### src/rtl/twi_fifo_pkg.sv
package twi_fifo_pkg;
  localparam int DW   = 8;
  localparam int NREG = 8;
  localparam int OW   = $clog2(NREG);

  localparam logic [OW-1:0] OFF_FCTL = 3'd0;
  localparam logic [OW-1:0] OFF_FCS  = 3'd1;
  localparam logic [OW-1:0] OFF_TXC  = 3'd2;
  localparam logic [OW-1:0] OFF_TXS  = 3'd3;
  localparam logic [OW-1:0] OFF_TMO  = 3'd4;
  localparam logic [OW-1:0] OFF_FAIR = 3'd5;
  localparam logic [OW-1:0] OFF_RXS  = 3'd6;
  localparam logic [OW-1:0] OFF_RXC  = 3'd7;

  localparam int B_FCTL_EN  = 4;
  localparam int B_FCTL_RDY = 1;
  localparam int B_FCS_STR  = 7;
  localparam int B_FCS_CLR  = 6;
  localparam int B_FCS_IE   = 3;
  localparam int B_FCS_EV   = 1;
  localparam int B_THR      = 6;
  localparam int B_TMO_ST   = 7;

  localparam logic [DW-1:0] RST_TMO = 8'h3F;
  localparam logic [DW-1:0] RST_RXC = 8'h01;

  typedef enum int {FL_RDY = 0, FL_STR = 1, FL_EV = 2, FL_RXT = 3, FL_TMO = 4} flag_e;
  localparam int NFLG = 5;
endpackage

### src/rtl/twi_fifo_flag.sv
module twi_fifo_flag (
  input  logic clk_i,
  input  logic rst_ni,
  input  logic clr_i,
  input  logic set_i,
  input  logic w1c_i,
  output logic q_o
);
  // priority: clear command > hardware set > software write-one-clear
  always_ff @(posedge clk_i or negedge rst_ni) begin
    if (!rst_ni)    q_o <= 1'b0;
    else if (clr_i) q_o <= 1'b0;
    else if (set_i) q_o <= 1'b1;
    else if (w1c_i) q_o <= 1'b0;
  end
endmodule

### src/rtl/twi_fifo_irq.sv
module twi_fifo_irq #(
  parameter int NSRC = 3
) (
  input  logic [NSRC-1:0] en_i,
  input  logic [NSRC-1:0] st_i,
  output logic            irq_o
);
  assign irq_o = |(en_i & st_i);
endmodule

### src/rtl/twi_fifo_regs.sv
module twi_fifo_regs
  import twi_fifo_pkg::*;
#(
  parameter int AW = 4,
  parameter int CW = 5
) (
  input  logic          clk_i,
  input  logic          rst_ni,
  input  logic          ctl_en_i,
  input  logic          wr_i,
  input  logic [AW-1:0] addr_i,
  input  logic [DW-1:0] wdata_i,
  output logic [DW-1:0] rdata_o,
  input  logic          busy_i,
  input  logic          ready_set_i,
  input  logic          str_set_i,
  input  logic          start_won_i,
  input  logic          wr_addr_i,
  input  logic          byte_sent_i,
  input  logic [CW-1:0] tx_cnt_i,
  input  logic          rx_thr_set_i,
  input  logic          to_set_i,
  output logic          fifo_en_o,
  output logic          irq_o
);
  localparam int NSRC = 3;

  logic            mapped;
  logic [NREG-1:0] wr_sel;
  logic [DW-1:2]   fctl_hi_q;
  logic            busy_q, fcs_ie_q, txt_q;
  logic [DW-1:0]   txc_q, fair_q, rxc_q;
  logic [DW-2:0]   tmo_lo_q;
  logic            fifo_clr;
  logic [NFLG-1:0] flg_set, flg_w1c, flg_clr, flg_q;
  logic            ev_q, rxt_q, tmo_q;

  assign mapped = (addr_i < AW'(NREG));

  always_comb begin
    wr_sel = '0;
    if (wr_i && mapped) wr_sel[addr_i[OW-1:0]] = 1'b1;
  end

  assign fifo_en_o = fctl_hi_q[B_FCTL_EN];
  assign fifo_clr  = !ctl_en_i || (wr_sel[OFF_FCS] && wdata_i[B_FCS_CLR]);

  always_comb begin
    flg_set = '0;
    flg_w1c = '0;
    flg_clr = '0;
    flg_set[FL_RDY] = ready_set_i;
    flg_set[FL_STR] = str_set_i;
    flg_set[FL_EV]  = fifo_en_o && ctl_en_i && (start_won_i || wr_addr_i || byte_sent_i);
    flg_set[FL_RXT] = rx_thr_set_i;
    flg_set[FL_TMO] = to_set_i;
    flg_w1c[FL_RDY] = wr_sel[OFF_FCTL] && wdata_i[B_FCTL_RDY];
    flg_w1c[FL_STR] = wr_sel[OFF_FCS]  && wdata_i[B_FCS_STR];
    flg_w1c[FL_EV]  = wr_sel[OFF_FCS]  && wdata_i[B_FCS_EV];
    flg_w1c[FL_RXT] = wr_sel[OFF_RXS]  && wdata_i[B_THR];
    flg_w1c[FL_TMO] = wr_sel[OFF_TMO]  && wdata_i[B_TMO_ST];
    flg_clr[FL_EV]  = fifo_clr;
    flg_clr[FL_RXT] = fifo_clr;
  end

  for (genvar g = 0; g < NFLG; g++) begin : g_flag
    twi_fifo_flag u_flag (
      .clk_i  (clk_i),
      .rst_ni (rst_ni),
      .clr_i  (flg_clr[g]),
      .set_i  (flg_set[g]),
      .w1c_i  (flg_w1c[g]),
      .q_o    (flg_q[g])
    );
  end

  assign ev_q  = flg_q[FL_EV];
  assign rxt_q = flg_q[FL_RXT];
  assign tmo_q = flg_q[FL_TMO];

  always_ff @(posedge clk_i or negedge rst_ni) begin
    if (!rst_ni) begin
      fctl_hi_q <= '0;
      busy_q    <= 1'b0;
      fcs_ie_q  <= 1'b0;
      txc_q     <= '0;
      tmo_lo_q  <= RST_TMO[DW-2:0];
      fair_q    <= '0;
      rxc_q     <= RST_RXC;
    end else begin
      busy_q <= busy_i;
      if (wr_sel[OFF_FCTL]) fctl_hi_q <= wdata_i[DW-1:2];
      if (wr_sel[OFF_FCS])  fcs_ie_q  <= wdata_i[B_FCS_IE];
      if (wr_sel[OFF_TXC])  txc_q     <= wdata_i;
      if (wr_sel[OFF_TMO])  tmo_lo_q  <= wdata_i[DW-2:0];
      if (wr_sel[OFF_FAIR]) fair_q    <= wdata_i;
      if (wr_sel[OFF_RXC])  rxc_q     <= wdata_i;
    end
  end

  // transmit threshold status: a send reloads it, a write-one clears it
  always_ff @(posedge clk_i or negedge rst_ni) begin
    if (!rst_ni)                                  txt_q <= 1'b0;
    else if (fifo_clr)                            txt_q <= 1'b0;
    else if (byte_sent_i && fifo_en_o)            txt_q <= (tx_cnt_i == txc_q[CW-1:0]);
    else if (wr_sel[OFF_TXS] && wdata_i[B_THR])   txt_q <= 1'b0;
  end

  twi_fifo_irq #(.NSRC(NSRC)) u_irq (
    .en_i  ({rxc_q[B_THR], txc_q[B_THR], fcs_ie_q}),
    .st_i  ({rxt_q, txt_q, ev_q}),
    .irq_o (irq_o)
  );

  always_comb begin
    rdata_o = '0;
    if (mapped) begin
      case (addr_i[OW-1:0])
        OFF_FCTL: rdata_o = {fctl_hi_q, flg_q[FL_RDY], busy_q};
        OFF_FCS:  rdata_o = {flg_q[FL_STR], 3'b000, fcs_ie_q, 1'b0, ev_q, 1'b0};
        OFF_TXC:  rdata_o = txc_q;
        OFF_TXS:  rdata_o = {1'b0, txt_q, 6'b0};
        OFF_TMO:  rdata_o = {tmo_q, tmo_lo_q};
        OFF_FAIR: rdata_o = fair_q;
        OFF_RXS:  rdata_o = {1'b0, rxt_q, 6'b0};
        default:  rdata_o = rxc_q;
      endcase
    end
  end
endmodule

### config.mk
export PLATFORM = sky130hd
export DESIGN_NAME = twi_fifo_regs
export DESIGN_NICKNAME = d
export VERILOG_FILES = /design/src/rtl/twi_fifo_pkg.sv /design/src/rtl/twi_fifo_flag.sv /design/src/rtl/twi_fifo_irq.sv /design/src/rtl/twi_fifo_regs.sv
export SDC_FILE = /design/constraint.sdc
export NUM_CORES = 1
export LEC_CHECK = 0
export ABC_AREA = 1
export BUFFER_PORTS_ARGS = -buffer_cell sky130_fd_sc_hd__buf_2
export CAP_MARGIN = 25
export CORE_ASPECT_RATIO = 1.25
export CORE_MARGIN = 5
export CORE_UTILIZATION = 55
export CTS_CLUSTER_SIZE = 14
export DETAILED_ROUTE_END_ITERATION = 6
export PLACE_DENSITY = 0.78
export SLEW_MARGIN = 10
export SYNTH_ARGS = -nofsm -noshare
export SYNTH_HDL_FRONTEND = slang
export SYNTH_SLANG_ARGS = --single-unit
### constraint.sdc
create_clock -name clk_i -period 2.3 [get_ports clk_i]
set_input_delay 0.345 -clock clk_i [delete_from_list [all_inputs] [get_ports clk_i]]
set_output_delay 0.345 -clock clk_i [all_outputs]
set_load 0.05 [all_outputs]
==> run summary, run 1 <==
Outcome = finished clean
Final Cycle Share = 0.9038
Flops & latches, synth = 45
LEAKAGE = 0.001364 uW
CP Launch Type = input port
Max-cap violation count = 0
Yosys warns = 0
Cts hold-fix bufs = 0
Arr. time, crit path = 1.73 ns
# setup viols final = 0
Vias in the first global route = 2010
Commonest non-fill, non-tap cell in the layout = nand2_1
Syn Inst Count = 300
Core Box Area = 0.004324 sq mm
H-tree depth = 2
Num Clock Sinks = 45
CP Class = in -> out
Critical Path Sink Type = primary output
GRT Residual Overflow = 0
RSZ-0062 raised after global routing = false
Skew-Pair Late Insertion Delay = 0.30 ns
Sequential element share of the synthesized area = 0.4714
Synth Area per Inst = 8.024 sq um
Crit-path max FO = 17
Final Slew Violations = 0
# rows = 27
TritonCTS buffer count = 5
Placed cell count = 388
Total number of vias = 2086
Initial DRC count = 145
Fin util = 0.6189
Total GRT Usage = 0.2028
DIE WIDTH = 69.18 um
DRC = 0
Die area = 0.005808 sq mm
Layout area overhead = 11.17%
CP startpoint = addr_i[2]
Share of post-route cells with drive strength above 1 = 0.2426
Detail Placement HPWL = 4135 um
Peak VDD IR = 0.4295 mV
Crit Reg-Reg Endpoint = txt_q$_DFFE_PN0P_
ANT cells = 0
Least-Margin Pin Slew = 0.6649 ns
Ports = 39
DP Worst Slack = 0.2340 ns
Distinct cells, synth = 26
Die H = 83.97 um
Routed vias/inst = 5.268
Minimum clock period = 2.079 ns
Post-CTS setup buffer count = 0
Largest net degree at the start of global routing = 31
CP required = 1.96 ns
Most frequent cells in the layout = nand2_1, dfrtp_1, buf_2
TritonCTS clock tree = yes
Worst flop-to-flop path startpoint = txc_q[3]$_DFFE_PN0P_
DR pass1 iterations = 4
Post-Syn Area = 0.002407 sq mm
Clk slew on worst S/H paths = 0.08 ns
Worst reg-to-reg path cell count = 7
R2r setup slk = 1.30 ns
Post-route setup TNS = 0 ns
Initial Util = 0.5567
Cell Count, Final, Fillers Out = 396
HP Class = in -> async
Port Buffer Count = 38
Clk root buf = clkbuf_8
RePlAce Congestion = 0.8720
Max transition margin = 0.5567
Antenna viol nets, final = 0
First-pass GRT wire length = 9370 um
Post-cts sizing count = 0
Syn_nets = 329
Final worst slack = 0.2213 ns
F_max = 481.1 MHz
Clk_skew = 0.003314 ns
Critical Path Sink = rdata_o[3]
Pwr Total = 1961 uW
Final WL = 5472 um
Initial antenna violation count = 0
# nets final = 366
Pwr Density = 732.8 mW/mm^2
Wirelength per Cell = 13.82 um
Clock buffer depth = 2
Hold Violations, Final = 0
==> synthesized netlist by cell type (all sizes together) <==
| library cell | number | area share |
|---|---|---|
| o21ai | 51 | 0.13 |
| nand2 | 96 | 0.15 |
| nand3 | 15 | 0.038 |
| nor2 | 28 | 0.054 |
| clkbuf | 1 | 0.0016 |
| buf | 9 | 0.035 |
| nor3 | 4 | 0.022 |
| dfrtp | 38 | 0.40 |
| a21oi | 12 | 0.025 |
| nand4 | 4 | 0.010 |
| nand3b | 1 | 0.0031 |
| xnor2 | 1 | 0.0036 |
| dfstp | 7 | 0.076 |
| inv | 33 | 0.052 |
==> power breakdown <==
group / total, uW / switching [uW] / internal, uW
Sequential: 1050 / 89.8 / 956
Combinational: 443 / 289 / 155
Clock: 473 / 256 / 216
==> area by class of cell <==
class	count	area (sq um)
Multi-Input combinational cell	212	1057
Clock buffer	8	80.08
Tap cell	58	72.57
Fill cell	438	1648
Timing Repair Buffer	40	205.2
Sequential cell	45	1135
Inverter	33	126.4
==> through the flow <==
| stage | hold slack, ns | instance area (sq um) |
|---|---|---|
| finish | 0.07338 | 2676 |
| global route | 0.1204 | 2676 |
| global placement | 0.4091 | 2596 |
| floorplan | 0.04941 | 2407 |
| detailed placement | 0.4151 | 2596 |
| CTS | 0.08668 | 2676 |
==> state kept, by name (all words and copies together), names as in the netlist <==
| signal | cells |
|---|---|
| rxc_q | 8 |
| tmo_lo_q | 7 |
| fair_q | 8 |
| txc_q | 8 |
| fcs_ie_q | 1 |
| txt_q | 1 |
| g_flag.u_flag.q_o | 5 |
| fctl_hi_q | 6 |
| busy_q | 1 |
==> worst min-delay path by stage <==
stage | startpoint | endpoint | slack (ns)
finish | rst_ni | fair_q[3]$_DFFE_PN0P_ | 0.07
global route | rst_ni | fair_q[7]$_DFFE_PN0P_ | 0.12
CTS | rst_ni | rxc_q[5]$_DFFE_PN0P_ | 0.09
detailed placement | rst_ni | fair_q[7]$_DFFE_PN0P_ | 0.42
global placement | rst_ni | fair_q[7]$_DFFE_PN0P_ | 0.41
floorplan | rst_ni | busy_q$_DFF_PN0_ | 0.05
==> critical path, stage by stage <==
cell	delay, ns
buf_2	0.36
nand3_2	0.34
inv_1	0.20
a21oi_1	0.06
a21oi_1	0.15
buf_2	0.27
==> routing by layer <==
layer / up-vias / track usage / part of all wire
met5: - / 0 / 0
met4: 0 / 0.09414 / 0.037
met3: 17 / 0.05422 / 0.055
met2: 65 / 0.3507 / 0.51
met1: 969 / 0.2307 / 0.40
li1: 1035 / - / -
==> cells by family after synthesis <==
group | after synthesis | share of synthesized area
AO/OA/AOI/OAI | 63 | 0.1528
XOR/XNOR | 1 | 0.003639
buffers and inverters | 43 | 0.08939
flip-flops | 45 | 0.4714
AND/OR/NAND/NOR | 148 | 0.2827
Power figures use the tool's default switching activity.
==> run 2, diff against run 1 <==
Settings changed: CORE_ASPECT_RATIO 1.25 to unset.
==> run summary, run 2 (same netlist as run 1, synthesis figures left out) <==
# nets final = 365
DP Area = 0.002581 sq mm
DIE WIDTH = 76.16 um
Clk slew on worst S/H paths = 0.08 ns
DRC = 0
Final Slew Violations = 0
Fin util = 0.6198
WP buf/inv = 3
TritonCTS buffer count = 5
DR pass1 iterations = 4
Pwr Total = 1948 uW
CP Launch Type = input port
FILL cells = 411
Final Cycle Share = 0.9096
Max stage delay cell, worst path = buf_2
CP Class = in -> out
Outcome = finished clean
Minimum clock period = 2.092 ns
Max transition margin = 0.6270
Largest net degree at the start of global routing = 46
# rows = 24
TritonCTS clock tree = yes
HP Class = in -> async
Post-route setup TNS = 0 ns
Design area = 0.002661 sq mm
Post-cts sizing count = 0
Die area = 0.005800 sq mm
Post-CTS setup buffer count = 0
Wirelength per Cell = 13.93 um
GRT Residual Overflow = 0
Routed vias/inst = 5.170
Skew-Pair Late Insertion Delay = 0.29 ns
Arr. time, crit path = 1.75 ns
Vias in the first global route = 1884
Delay of the slowest critical-path stage = 0.36 ns
Most frequent cells in the layout = nand2_1, dfrtp_1, buf_2
Core Box Area = 0.004294 sq mm
FF/Latch Area = 0.001135 sq mm
Total number of vias = 2011
H-tree depth = 2
Max-cap violation count = 0
Clk root buf = clkbuf_8
Area of the multi-input gates = 0.001057 sq mm
RSZ-0062 raised after global routing = false
Peak VDD IR = 0.4254 mV
CP required = 1.96 ns
Hold Violations, Final = 0
# setup viols final = 0
ANT cells = 0
Largest regs = fair_q (8), rxc_q (8), txc_q (8)
Initial antenna violation count = 0
Cts hold-fix bufs = 0
Total GRT Usage = 0.1960
CP Cell Sequence = buf_2 > nand3_2 > inv_1 > a21oi_1 > a21oi_1 > buf_2
Die H = 76.16 um
F_max = 478.0 MHz
Family with the most delay on the worst path = buffers and inverters
LEAKAGE = 0.001359 uW
Clk_skew = 0.005224 ns
First-pass GRT wire length = 9114 um
Ports = 39
Commonest non-fill, non-tap cell in the layout = nand2_1
Antenna viol nets, final = 0
Initial Util = 0.5606
Critical Path Sink Type = primary output
Share of post-route cells with drive strength above 1 = 0.2404
RePlAce Congestion = 0.8573
Least-Margin Pin Slew = 0.5594 ns
Pwr Density = 731.8 mW/mm^2
Crit-path max FO = 17
Detail Placement HPWL = 4051 um
Port Buffer Count = 38
Final WL = 5418 um
Initial DRC count = 162
Layout area overhead = 10.55%
Num Clock Sinks = 45
Clock buffer depth = 2
## run 2: changes by cell type in the layout (fill, tap and decap cells not counted)
cell / previous run / this run
buf_4: 2 / 1
## run 2: worst register-to-register path: cells and delay by family (launching register included)
kind                   cells  cell delay [ns]
DFF                        1             0.39
and+or+nand+nor            6             0.47
buffers and inverters      2             0.09
## run 2: metal layers
layer	GRT usage	up-vias	share of wire	wire (um)
met2	0.3228	42	0.49	2668
met4	0.04895	0	0.013	71
li1	-	1031	-	-
met1	0.2588	930	0.44	2393
met3	0.04846	8	0.053	285
met5	0	-	0	0
## run 2: final timing paths
kind | startpoint | slack (ns) | endpoint | depth (start not counted)
max in group asynchronous | rst_ni | 1.79 | rxc_q[0]$_DFFE_PN1P_ | 2
setup reg to reg | txc_q[2]$_DFFE_PN0P_ | 1.29 | txt_q$_DFFE_PN0P_ | 8
hold reg to reg | tmo_lo_q[5]$_DFFE_PN1N_ | 0.48 | tmo_lo_q[5]$_DFFE_PN1N_ | 2
min in group clk_i | busy_i | 0.16 | busy_q$_DFF_PN0_ | 1
setup / recovery | addr_i[2] | 0.21 | rdata_o[7] | 6
hold / removal | rst_ni | 0.13 | fair_q[3]$_DFFE_PN0P_ | 2
## run 2: cell type report
class / instances / share of cell area
inverter: 33 / 0.04748
sequential: 45 / 0.4264
tap: 52 / 0.02445
timing repair buffer: 39 / 0.07428
multi-input combinational: 212 / 0.3973
clock buffer: 8 / 0.03009
## run 2: power by group
group	internal, uW	switching (uW)
combinational	153	284
sequential	956	90.5
clock	216	248
## run 2: through the flow
stage               hold WS [ns]  instances  setup WS (ns)
detailed placement        0.4543        381         0.2219
global route              0.1378        389        0.06981
CTS                       0.1363        389         0.2066
global placement          0.4554        381         0.2550
finish                    0.1263        389         0.2078
floorplan                0.04941        300         0.2086
